**src/rtl/wk_pkg.sv**
```systemverilog
package wk_pkg;
  localparam int unsigned ADDR_W = 4;

  typedef enum logic [ADDR_W-1:0] {
    A_PIN_EN   = 4'd0,
    A_PIN_POL  = 4'd1,
    A_PIN_RAW  = 4'd2,
    A_IRQ_EN   = 4'd3,
    A_IRQ_POL  = 4'd4,
    A_IRQ_RAW  = 4'd5,
    A_PORT_EN  = 4'd6,
    A_PORT_RAW = 4'd7,
    A_PORT_POL = 4'd8
  } wk_addr_e;
endpackage

```
**src/rtl/wk_cfg_reg.sv**
```systemverilog
module wk_cfg_reg #(
  parameter int unsigned   W   = 32,
  parameter logic [W-1:0]  RST = '0
) (
  input  logic         clk,
  input  logic         rst_n,
  input  logic         we,
  input  logic [W-1:0] wdata,
  output logic [W-1:0] q
);
  logic [W-1:0] q_d, q_q;

  always_comb begin
    q_d = q_q;
    if (we) q_d = wdata;
  end

  always_ff @(posedge clk or negedge rst_n) begin
    if (!rst_n) q_q <= RST;
    else if (we) q_q <= q_d;
  end

  assign q = q_q;
endmodule

```
**src/rtl/wk_edge_latch.sv**
```systemverilog
module wk_edge_latch #(
  parameter int unsigned W = 32
) (
  input  logic         clk,
  input  logic         rst_n,
  input  logic [W-1:0] src,
  input  logic [W-1:0] pol,
  input  logic [W-1:0] clr,
  input  logic [W-1:0] lvl_set,
  output logic [W-1:0] raw
);
  logic [W-1:0] prev_q, raw_q, raw_d, hit;
  logic         armed_q;

  // A hit is a change of level that lands on the selected polarity.
  always_comb begin
    hit   = armed_q ? ((src ^ prev_q) & ~(src ^ pol)) : '0;
    raw_d = (raw_q & ~clr) | hit | lvl_set;
  end

  always_ff @(posedge clk or negedge rst_n) begin
    if (!rst_n) begin
      prev_q  <= '0;
      armed_q <= 1'b0;
      raw_q   <= '0;
    end else begin
      prev_q  <= src;
      armed_q <= 1'b1;
      raw_q   <= raw_d;
    end
  end

  assign raw = raw_q;

  assert_clear_only_by_write_R5: assert property (@(posedge clk) disable iff (!rst_n)
    1'b1 |=> ((($past(raw_q) & ~raw_q) & ~$past(clr)) == '0));

  assert_no_spurious_set_R4: assert property (@(posedge clk) disable iff (!rst_n)
    1'b1 |=> (((raw_q & ~$past(raw_q)) & ~$past(hit | lvl_set)) == '0));

  assert_edge_beats_clear_R6: assert property (@(posedge clk) disable iff (!rst_n)
    (|(hit & clr)) |=> ((raw_q & $past(hit & clr)) == $past(hit & clr)));

  assert_quiet_at_arm_R10: assert property (@(posedge clk) disable iff (!rst_n)
    (!armed_q && lvl_set == '0) |=> (raw_q == '0));
endmodule

```
**src/rtl/wk_bus_if.sv**
```systemverilog
module wk_bus_if
  import wk_pkg::*;
#(
  parameter int unsigned DATA_W = 32,
  parameter int unsigned PIN_W  = 32,
  parameter int unsigned IRQ_W  = 32,
  parameter int unsigned PORT_W = 32
) (
  input  logic              clk,
  input  logic              rst_n,
  input  logic              req_valid,
  input  logic              req_write,
  input  logic [ADDR_W-1:0] req_addr,
  input  logic [DATA_W-1:0] req_wdata,
  input  logic [PIN_W-1:0]  pin_en,
  input  logic [PIN_W-1:0]  pin_pol,
  input  logic [PIN_W-1:0]  pin_raw,
  input  logic [IRQ_W-1:0]  irq_en,
  input  logic [IRQ_W-1:0]  irq_pol,
  input  logic [IRQ_W-1:0]  irq_raw,
  input  logic [PORT_W-1:0] port_en,
  input  logic [PORT_W-1:0] port_raw,
  output logic              we_pin_en,
  output logic              we_pin_pol,
  output logic              we_irq_en,
  output logic              we_irq_pol,
  output logic              we_port_en,
  output logic [PIN_W-1:0]  clr_pin,
  output logic [IRQ_W-1:0]  clr_irq,
  output logic [PORT_W-1:0] clr_port,
  output logic [DATA_W-1:0] rd_data
);
  logic              wr_go, rd_go;
  logic [DATA_W-1:0] rd_d, rd_q;

  always_comb begin
    wr_go      = req_valid & req_write;
    rd_go      = req_valid & ~req_write;
    we_pin_en  = wr_go && (req_addr == A_PIN_EN);
    we_pin_pol = wr_go && (req_addr == A_PIN_POL);
    we_irq_en  = wr_go && (req_addr == A_IRQ_EN);
    we_irq_pol = wr_go && (req_addr == A_IRQ_POL);
    we_port_en = wr_go && (req_addr == A_PORT_EN);
    clr_pin    = (wr_go && req_addr == A_PIN_RAW)  ? req_wdata[PIN_W-1:0]  : '0;
    clr_irq    = (wr_go && req_addr == A_IRQ_RAW)  ? req_wdata[IRQ_W-1:0]  : '0;
    clr_port   = (wr_go && req_addr == A_PORT_RAW) ? req_wdata[PORT_W-1:0] : '0;
  end

  always_comb begin
    rd_d = '0;
    case (req_addr)
      A_PIN_EN:   rd_d = DATA_W'(pin_en);
      A_PIN_POL:  rd_d = DATA_W'(pin_pol);
      A_PIN_RAW:  rd_d = DATA_W'(pin_raw);
      A_IRQ_EN:   rd_d = DATA_W'(irq_en);
      A_IRQ_POL:  rd_d = DATA_W'(irq_pol);
      A_IRQ_RAW:  rd_d = DATA_W'(irq_raw);
      A_PORT_EN:  rd_d = DATA_W'(port_en);
      A_PORT_RAW: rd_d = DATA_W'(port_raw);
      default:    rd_d = '0;
    endcase
  end

  always_ff @(posedge clk or negedge rst_n) begin
    if (!rst_n) rd_q <= '0;
    else if (rd_go) rd_q <= rd_d;
  end

  assign rd_data = rd_q;

  assert_port_pol_reads_zero_R9: assert property (@(posedge clk) disable iff (!rst_n)
    (rd_go && req_addr == A_PORT_POL) |=> (rd_data == '0));
endmodule

```
**src/rtl/wake_event_ctrl.sv**
```systemverilog
module wake_event_ctrl
  import wk_pkg::*;
#(
  parameter int unsigned      DATA_W      = 32,
  parameter int unsigned      PIN_W       = 32,
  parameter int unsigned      IRQ_W       = 32,
  parameter int unsigned      PORT_W      = 32,
  parameter int unsigned      AGG_IDX     = 31,
  parameter logic [IRQ_W-1:0] IRQ_POL_RST = 32'h0000_2600
) (
  input  logic              clk,
  input  logic              rst_n,
  input  logic [PIN_W-1:0]  pin_in,
  input  logic [IRQ_W-1:0]  irq_in,
  input  logic [PORT_W-1:0] port_in,
  input  logic              req_valid,
  input  logic              req_write,
  input  logic [ADDR_W-1:0] req_addr,
  input  logic [DATA_W-1:0] req_wdata,
  output logic [DATA_W-1:0] rd_data,
  output logic              wake_req
);
  localparam logic [PORT_W-1:0] PORT_POL = '1;

  logic              rst_s1_q, rst_sync_q;
  logic [PIN_W-1:0]  pin_en, pin_pol, pin_raw, clr_pin;
  logic [IRQ_W-1:0]  irq_en, irq_pol, irq_raw, clr_irq, irq_src, irq_lvl;
  logic [PORT_W-1:0] port_en, port_raw, clr_port;
  logic              we_pin_en, we_pin_pol, we_irq_en, we_irq_pol, we_port_en;
  logic              agg_hit;

  // Reset asserts at once, releases after two clock edges.
  always_ff @(posedge clk or negedge rst_n) begin
    if (!rst_n) begin
      rst_s1_q   <= 1'b0;
      rst_sync_q <= 1'b0;
    end else begin
      rst_s1_q   <= 1'b1;
      rst_sync_q <= rst_s1_q;
    end
  end

  wk_bus_if #(.DATA_W(DATA_W), .PIN_W(PIN_W), .IRQ_W(IRQ_W), .PORT_W(PORT_W)) u_bus (
    .clk(clk), .rst_n(rst_sync_q),
    .req_valid(req_valid), .req_write(req_write), .req_addr(req_addr), .req_wdata(req_wdata),
    .pin_en(pin_en), .pin_pol(pin_pol), .pin_raw(pin_raw),
    .irq_en(irq_en), .irq_pol(irq_pol), .irq_raw(irq_raw),
    .port_en(port_en), .port_raw(port_raw),
    .we_pin_en(we_pin_en), .we_pin_pol(we_pin_pol), .we_irq_en(we_irq_en),
    .we_irq_pol(we_irq_pol), .we_port_en(we_port_en),
    .clr_pin(clr_pin), .clr_irq(clr_irq), .clr_port(clr_port),
    .rd_data(rd_data)
  );

  wk_cfg_reg #(.W(PIN_W), .RST('0)) u_pin_en (
    .clk(clk), .rst_n(rst_sync_q), .we(we_pin_en), .wdata(req_wdata[PIN_W-1:0]), .q(pin_en));
  wk_cfg_reg #(.W(PIN_W), .RST('0)) u_pin_pol (
    .clk(clk), .rst_n(rst_sync_q), .we(we_pin_pol), .wdata(req_wdata[PIN_W-1:0]), .q(pin_pol));
  wk_cfg_reg #(.W(IRQ_W), .RST('0)) u_irq_en (
    .clk(clk), .rst_n(rst_sync_q), .we(we_irq_en), .wdata(req_wdata[IRQ_W-1:0]), .q(irq_en));
  wk_cfg_reg #(.W(IRQ_W), .RST(IRQ_POL_RST)) u_irq_pol (
    .clk(clk), .rst_n(rst_sync_q), .we(we_irq_pol), .wdata(req_wdata[IRQ_W-1:0]), .q(irq_pol));
  wk_cfg_reg #(.W(PORT_W), .RST('0)) u_port_en (
    .clk(clk), .rst_n(rst_sync_q), .we(we_port_en), .wdata(req_wdata[PORT_W-1:0]), .q(port_en));

  // The aggregate slot ignores its own line and is set by enabled port events.
  always_comb begin
    agg_hit          = |(port_raw & port_en);
    irq_src          = irq_in;
    irq_src[AGG_IDX] = 1'b0;
    irq_lvl          = '0;
    irq_lvl[AGG_IDX] = agg_hit;
  end

  wk_edge_latch #(.W(PIN_W)) u_pin_grp (
    .clk(clk), .rst_n(rst_sync_q), .src(pin_in), .pol(pin_pol),
    .clr(clr_pin), .lvl_set('0), .raw(pin_raw));
  wk_edge_latch #(.W(IRQ_W)) u_irq_grp (
    .clk(clk), .rst_n(rst_sync_q), .src(irq_src), .pol(irq_pol),
    .clr(clr_irq), .lvl_set(irq_lvl), .raw(irq_raw));
  wk_edge_latch #(.W(PORT_W)) u_port_grp (
    .clk(clk), .rst_n(rst_sync_q), .src(port_in), .pol(PORT_POL),
    .clr(clr_port), .lvl_set('0), .raw(port_raw));

  assign wake_req = (|(pin_raw & pin_en)) | (|(irq_raw & irq_en));

  assert_agg_follows_port_R8: assert property (@(posedge clk) disable iff (!rst_sync_q)
    agg_hit |=> irq_raw[AGG_IDX]);
endmodule

```
**config.mk**
```make
export PLATFORM = sky130hd
export DESIGN_NAME = wake_event_ctrl
export DESIGN_NICKNAME = d
export VERILOG_FILES = /design/src/rtl/wk_pkg.sv /design/src/rtl/wk_cfg_reg.sv /design/src/rtl/wk_edge_latch.sv /design/src/rtl/wk_bus_if.sv /design/src/rtl/wake_event_ctrl.sv
export SDC_FILE = /design/constraint.sdc
export NUM_CORES = 1
export LEC_CHECK = 0
export BUFFER_PORTS_ARGS = -buffer_cell sky130_fd_sc_hd__buf_4
export CORE_MARGIN = 4
export CORE_UTILIZATION = 40
export CTS_BUF_LIST = sky130_fd_sc_hd__clkbuf_8
export DETAILED_ROUTE_END_ITERATION = 8
export PLACE_DENSITY_LB_ADDON = 0.15
export SLEW_MARGIN = 20
export SYNTH_ARGS = -nofsm -noshare
export SYNTH_HDL_FRONTEND = slang
export SYNTH_SLANG_ARGS = --single-unit
```
**constraint.sdc**
```tcl
create_clock -name clk -period 14.4 [get_ports clk]
set_input_delay 1.44 -clock clk [delete_from_list [all_inputs] [get_ports clk]]
set_output_delay 1.44 -clock clk [all_outputs]
set_load 0.01 [all_outputs]
```
[Word-level counts from Yosys, hierarchy flattened]
Cells that the tools add are included.
Operators by class
  equality and inequality tests: 7
  mux-type cells: 7
  reductions and logical operators: 12
  bitwise logic cells: 29
Operators with widths (number)
  32-bit AND: 9
  32-bit case mux with 8 select lines: 1
  32-bit inverter: 7
  32-bit two-way mux: 6
  32-bit bitwise OR: 4
  32-bit OR reduction: 3
  32-bit bitwise XOR: 3
  31-bit by 32-bit bitwise XOR with 32-bit output: 1
  31-bit bitwise XOR: 1
  4-bit by 3-bit equality test with 1-bit output (second input constant): 4
  4-bit by 2-bit equality test with 1-bit output (second input constant): 2
  1-bit logical AND: 8
  4-bit by 1-bit equality test with 1-bit output (second input constant): 1
  4-bit zero test: 1
  1-bit AND: 2
  1-bit inverter: 1
  1-bit bitwise OR: 1
Storage, ports and cells
  word-level logic and storage cells: 70
  flip-flop bits (word level): 386

[Longest topological paths before layout]
  word-level depth: 7
  mapped depth: 7

[Modules after synthesis]
A second synthesis with hierarchy kept.
Second synthesis, totals
  cells, all modules: 1768
  area total of the unflattened synthesis: 19841.5 um^2
Modules (own cells, without submodules)
  wk_edge_latch: cells each 264, area each 2712.6 um^2, instances 3
  wk_cfg_reg at u_irq_en ...: cells each 68, area each 1345.0 um^2, instances 4
  wk_bus_if: cells each 574, area each 4393.0 um^2, instances 1
  wk_cfg_reg at u_irq_pol: cells each 68, area each 1348.8 um^2, instances 1
  wake_event_ctrl: cells each 62, area each 581.8 um^2, instances 1

[Worst setup path before layout]
OpenSTA, ideal clock, no wires.
  kind: register to output
  start: register u_irq_en.q_q[2] (netlist: u_irq_en.q[2])
  end: output wake_req
  stages on the path, launching flop included: 5
  slack: 11.501 ns
  arrival time: 1.459 ns
  required time: 12.960 ns
  cells stage by stage: dfrtp_1 > a22o_1 > a221oi_1 > nand4_1 > or4_1
On the way
  word-level cells in the longest chain between the ends: 3
RTL lines
  from (decl): line wk_cfg_reg.sv:11  | logic [W-1:0] q_d, q_q;
  from (signal assigned): line wk_cfg_reg.sv:20  | else if (we) q_q <= q_d;
  32-bit AND: line wake_event_ctrl.sv:85  | assign wake_req = (|(pin_raw & pin_en)) | (|(irq_raw & irq_en));
  32-bit OR reduction: line wake_event_ctrl.sv:85
  1-bit bitwise OR: line wake_event_ctrl.sv:85
  to (decl): line wake_event_ctrl.sv:21  | output logic wake_req
No other way between the ends.

[Final worst setup path]
  start: register u_pin_grp.raw_q[8] (netlist: u_pin_grp.raw[8])
  end: output wake_req
On the way
  word-level cells in the longest chain between the ends: 3
RTL lines
  from (decl): line wk_edge_latch.sv:12  | logic [W-1:0] prev_q, raw_q, raw_d, hit;
  from (signal assigned): line wk_edge_latch.sv:29  | raw_q <= raw_d;
  32-bit AND: line wake_event_ctrl.sv:85
  32-bit OR reduction: line wake_event_ctrl.sv:85
  1-bit bitwise OR: line wake_event_ctrl.sv:85
No other way between the ends.

==> results.json <==
{
  "status": "completed",
  "relSlewSlack": 0.327,
  "rsz0062_at_grt": "false",
  "synth_warnings": 0,
  "drive_gt1_frac": 0.181,
  "cts_resized": 0,
  "synth_cells": 1386,
  "intPower_mw": 1.90,
  "path_cells": "a22o_1, a221oi_1, nand4_1, or4_1, buf_4",
  "pwr_density_cell_mw_per_mm2": 137,
  "grt_first_pass_wirelength_mm": 81.4,
  "drv_cap": 0,
  "nNetsFinal": 1703,
  "period_share": 0.304,
  "async_reset_ff_frac": 1.00,
  "numCtsBuffers": 68,
  "critical_path.max_fanout": 3,
  "initial_core_util": 0.408,
  "root_buffer": "clkbuf_8",
  "timing.hold.ws_ps": 350,
  "grt_overflow": 0,
  "yosys_most_used_dff": "dfrtp_1",
  "hold_path.class": "reg2reg",
  "ys_top_cells_by_area": "dfrtp_1 (58%), mux2_1 (11%), a22oi_1 (6.2%)",
  "layout_min_cycle_time_ps": 4380,
  "arrival_ps": 2940,
  "drt_iter0_drc": 1047,
  "grt_max_degree": 175,
  "path_buf_inv": 1,
  "insertion_delay_ps": 620,
  "timing.setup.tns_ps": 0,
  "grt_usage": 0.242,
  "swShare": 0.285,
  "clock_skew_ps": 44.3,
  "worstSetupStartpointType": "register",
  "antenna_left": 0,
  "fmax_ghz": 0.228,
  "combPwrFrac": 0.123,
  "path_delay_family": "compound AO/OA/AOI/OAI gates",
  "core_area_mm2": 0.0402,
  "synth_area_leader_cell": "dfrtp_1",
  "critPathKind": "reg2out",
  "die_height_um": 211,
  "cpPeakStageDelay_ps": 620,
  "dieArea_mm2": 0.0443,
  "place_congestion": 0.842,
  "reg2reg_slack_ps": 11610,
  "vias": 12411,
  "io_buffers": 167,
  "cp_data_required_time_ps": 12960,
  "syn_area_mm2": 0.0164,
  "tightest_slew_ps": 1010,
  "drt_first_pass_iters": 7,
  "wl_mm": 53.6,
  "yosysMostFrequentCell": "dfrtp_1",
  "antenna_found_initial": 2,
  "dp_hpwl_mm": 34.8,
  "fillers": 3664,
  "end_kind": "output port",
  "syn_to_final_growth_pct": 18.4,
  "p_clk_frac": 0.366,
  "post_cts_buffers": 0,
  "setup_viol": 0,
  "ctsHtreeMaxLevel": 3,
  "vias_per_cell": 5.81,
  "hold_viol": 0,
  "die_x_um": 211,
  "path_clk_slew_ps": 50,
  "avgSynthCellArea_um2": 11.8,
  "grt_pass1_vias": 12519,
  "cts_tree": "done",
  "peakVddDrop_uv": 58.4,
  "cts_buffer_depth": 3,
  "drv_slew": 0,
  "p_switching_mw": 0.757,
  "wl_per_cell_um": 25.1,
  "rows": 73,
  "route.detailed.drc": 0,
  "seq_power_share": 0.511,
  "yosys-top-cells-count": "dfrtp_1 (383), nand2_1 (230), mux2_1 (160)",
  "synthDistinctLibCells": 30,
  "hold_buffers": 0,
  "leakagePower_nw": 8.61,
  "synth-edff-count": 0,
  "crit_slowest_cell": "a221oi_1",
  "clkSinkCount": 386,
  "synth_top_area_share": 0.584,
  "ys_seq_area_frac": 0.589,
  "synth-seq-cells": 386,
  "io_pins": 169
}
[flip-flops by register name (all words and copies together), names as in the netlist, 32 cells and up]
signal,cells
u_pin_grp.raw,32
u_pin_pol.q,32
u_port_grp.prev_q,32
u_bus.rd_data,32
u_irq_grp.raw,32
u_pin_grp.prev_q,32
u_irq_en.q,32
u_port_en.q,32
u_irq_pol.q,32
u_pin_en.q,32
u_port_grp.raw,32
[metrics by stage]
step / cell area, um2 / cells / power [mW] / worst slack [ps] / util
after floorplan: 16400 / 1387 / 1.51 / 2850 / -
after global placement: 18200 / 2022 / 1.69 / 10070 / 0.452
after detailed placement: 18200 / 2022 / 1.70 / 10050 / 0.452
after CTS: 19400 / 2135 / 2.68 / 10030 / 0.484
after global routing: 19400 / 2135 / 2.79 / 9990 / 0.484
final: 19400 / 2136 / 2.66 / 10020 / 0.484
[final timing paths]
| check | start | to | cells past startpoint |
|---|---|---|---|
| hold reg to reg | rst_s1_q | rst_sync_q | 0 |
| min in group asynchronous | rst_sync_q | u_port_grp.prev_q[18] | 0 |
| setup / recovery | u_pin_grp.raw[8] | wake_req | 5 |
| setup reg to reg | rst_sync_q | u_pin_grp.prev_q[2] | 2 |
| max in group asynchronous | rst_sync_q | u_pin_grp.prev_q[2] | 2 |
| hold / removal | rst_s1_q | rst_sync_q | 0 |
[cell families after synthesis]
family          after synthesis  synth area share
flops                       386             0.589
other cells                   1          0.000228
mux                         160             0.110
simple gates                363             0.105
compound gates              367             0.166
buf+inv                     109            0.0306
[layer usage]
metal / routed length [um] / vias up / track usage
li1: - / 5498 / -
met1: 24200 / 6362 / 0.348
met2: 24700 / 452 / 0.377
met3: 3500 / 95 / 0.0472
met4: 1200 / 4 / 0.0698
met5: 26 / - / 0
[power groups by stage]
stage | Combinational (mW) | Clock (mW) | Sequential [mW]
finish | 0.327 | 0.972 | 1.36
global route | 0.362 | 1.05 | 1.37
CTS | 0.332 | 0.996 | 1.35
detailed placement | 0.331 | 0 | 1.37
global placement | 0.323 | 0 | 1.37
floorplan | 0.180 | 0 | 1.33
[final cells by class]
class,count,area [um2],share of cell area
tap,525,657,0.0338
multi-input combinational,892,6290,0.324
clock buffer,83,1140,0.0588
clock inverter,30,135,0.00695
antenna,1,2.50,0.000129
inverter,31,116,0.00598
sequential,386,9670,0.497
timing repair buffer,188,1420,0.0732
[placed cells by master (no fill, tap or decap), drive strengths merged]
cell / instances
a221oi: 20
and4: 32
a21boi: 1
and4b: 1
conb: 2
or4: 2
buf: 188
clkinvlp: 2
clkbuf: 83
nand2b: 13
and4bb: 3
nor4: 1
nor4b: 3
diode: 1
mux2: 160
a22o: 83
dfrtp: 383
nand2: 230
a32o: 31
and3: 8
nand3b: 12
a22oi: 136
clkinv: 4
o2bb2ai: 1
o21ai: 95
nand4: 7
inv: 55
nor2: 51
dfstp: 3
No activity file was read; power rests on OpenSTA's default activity.
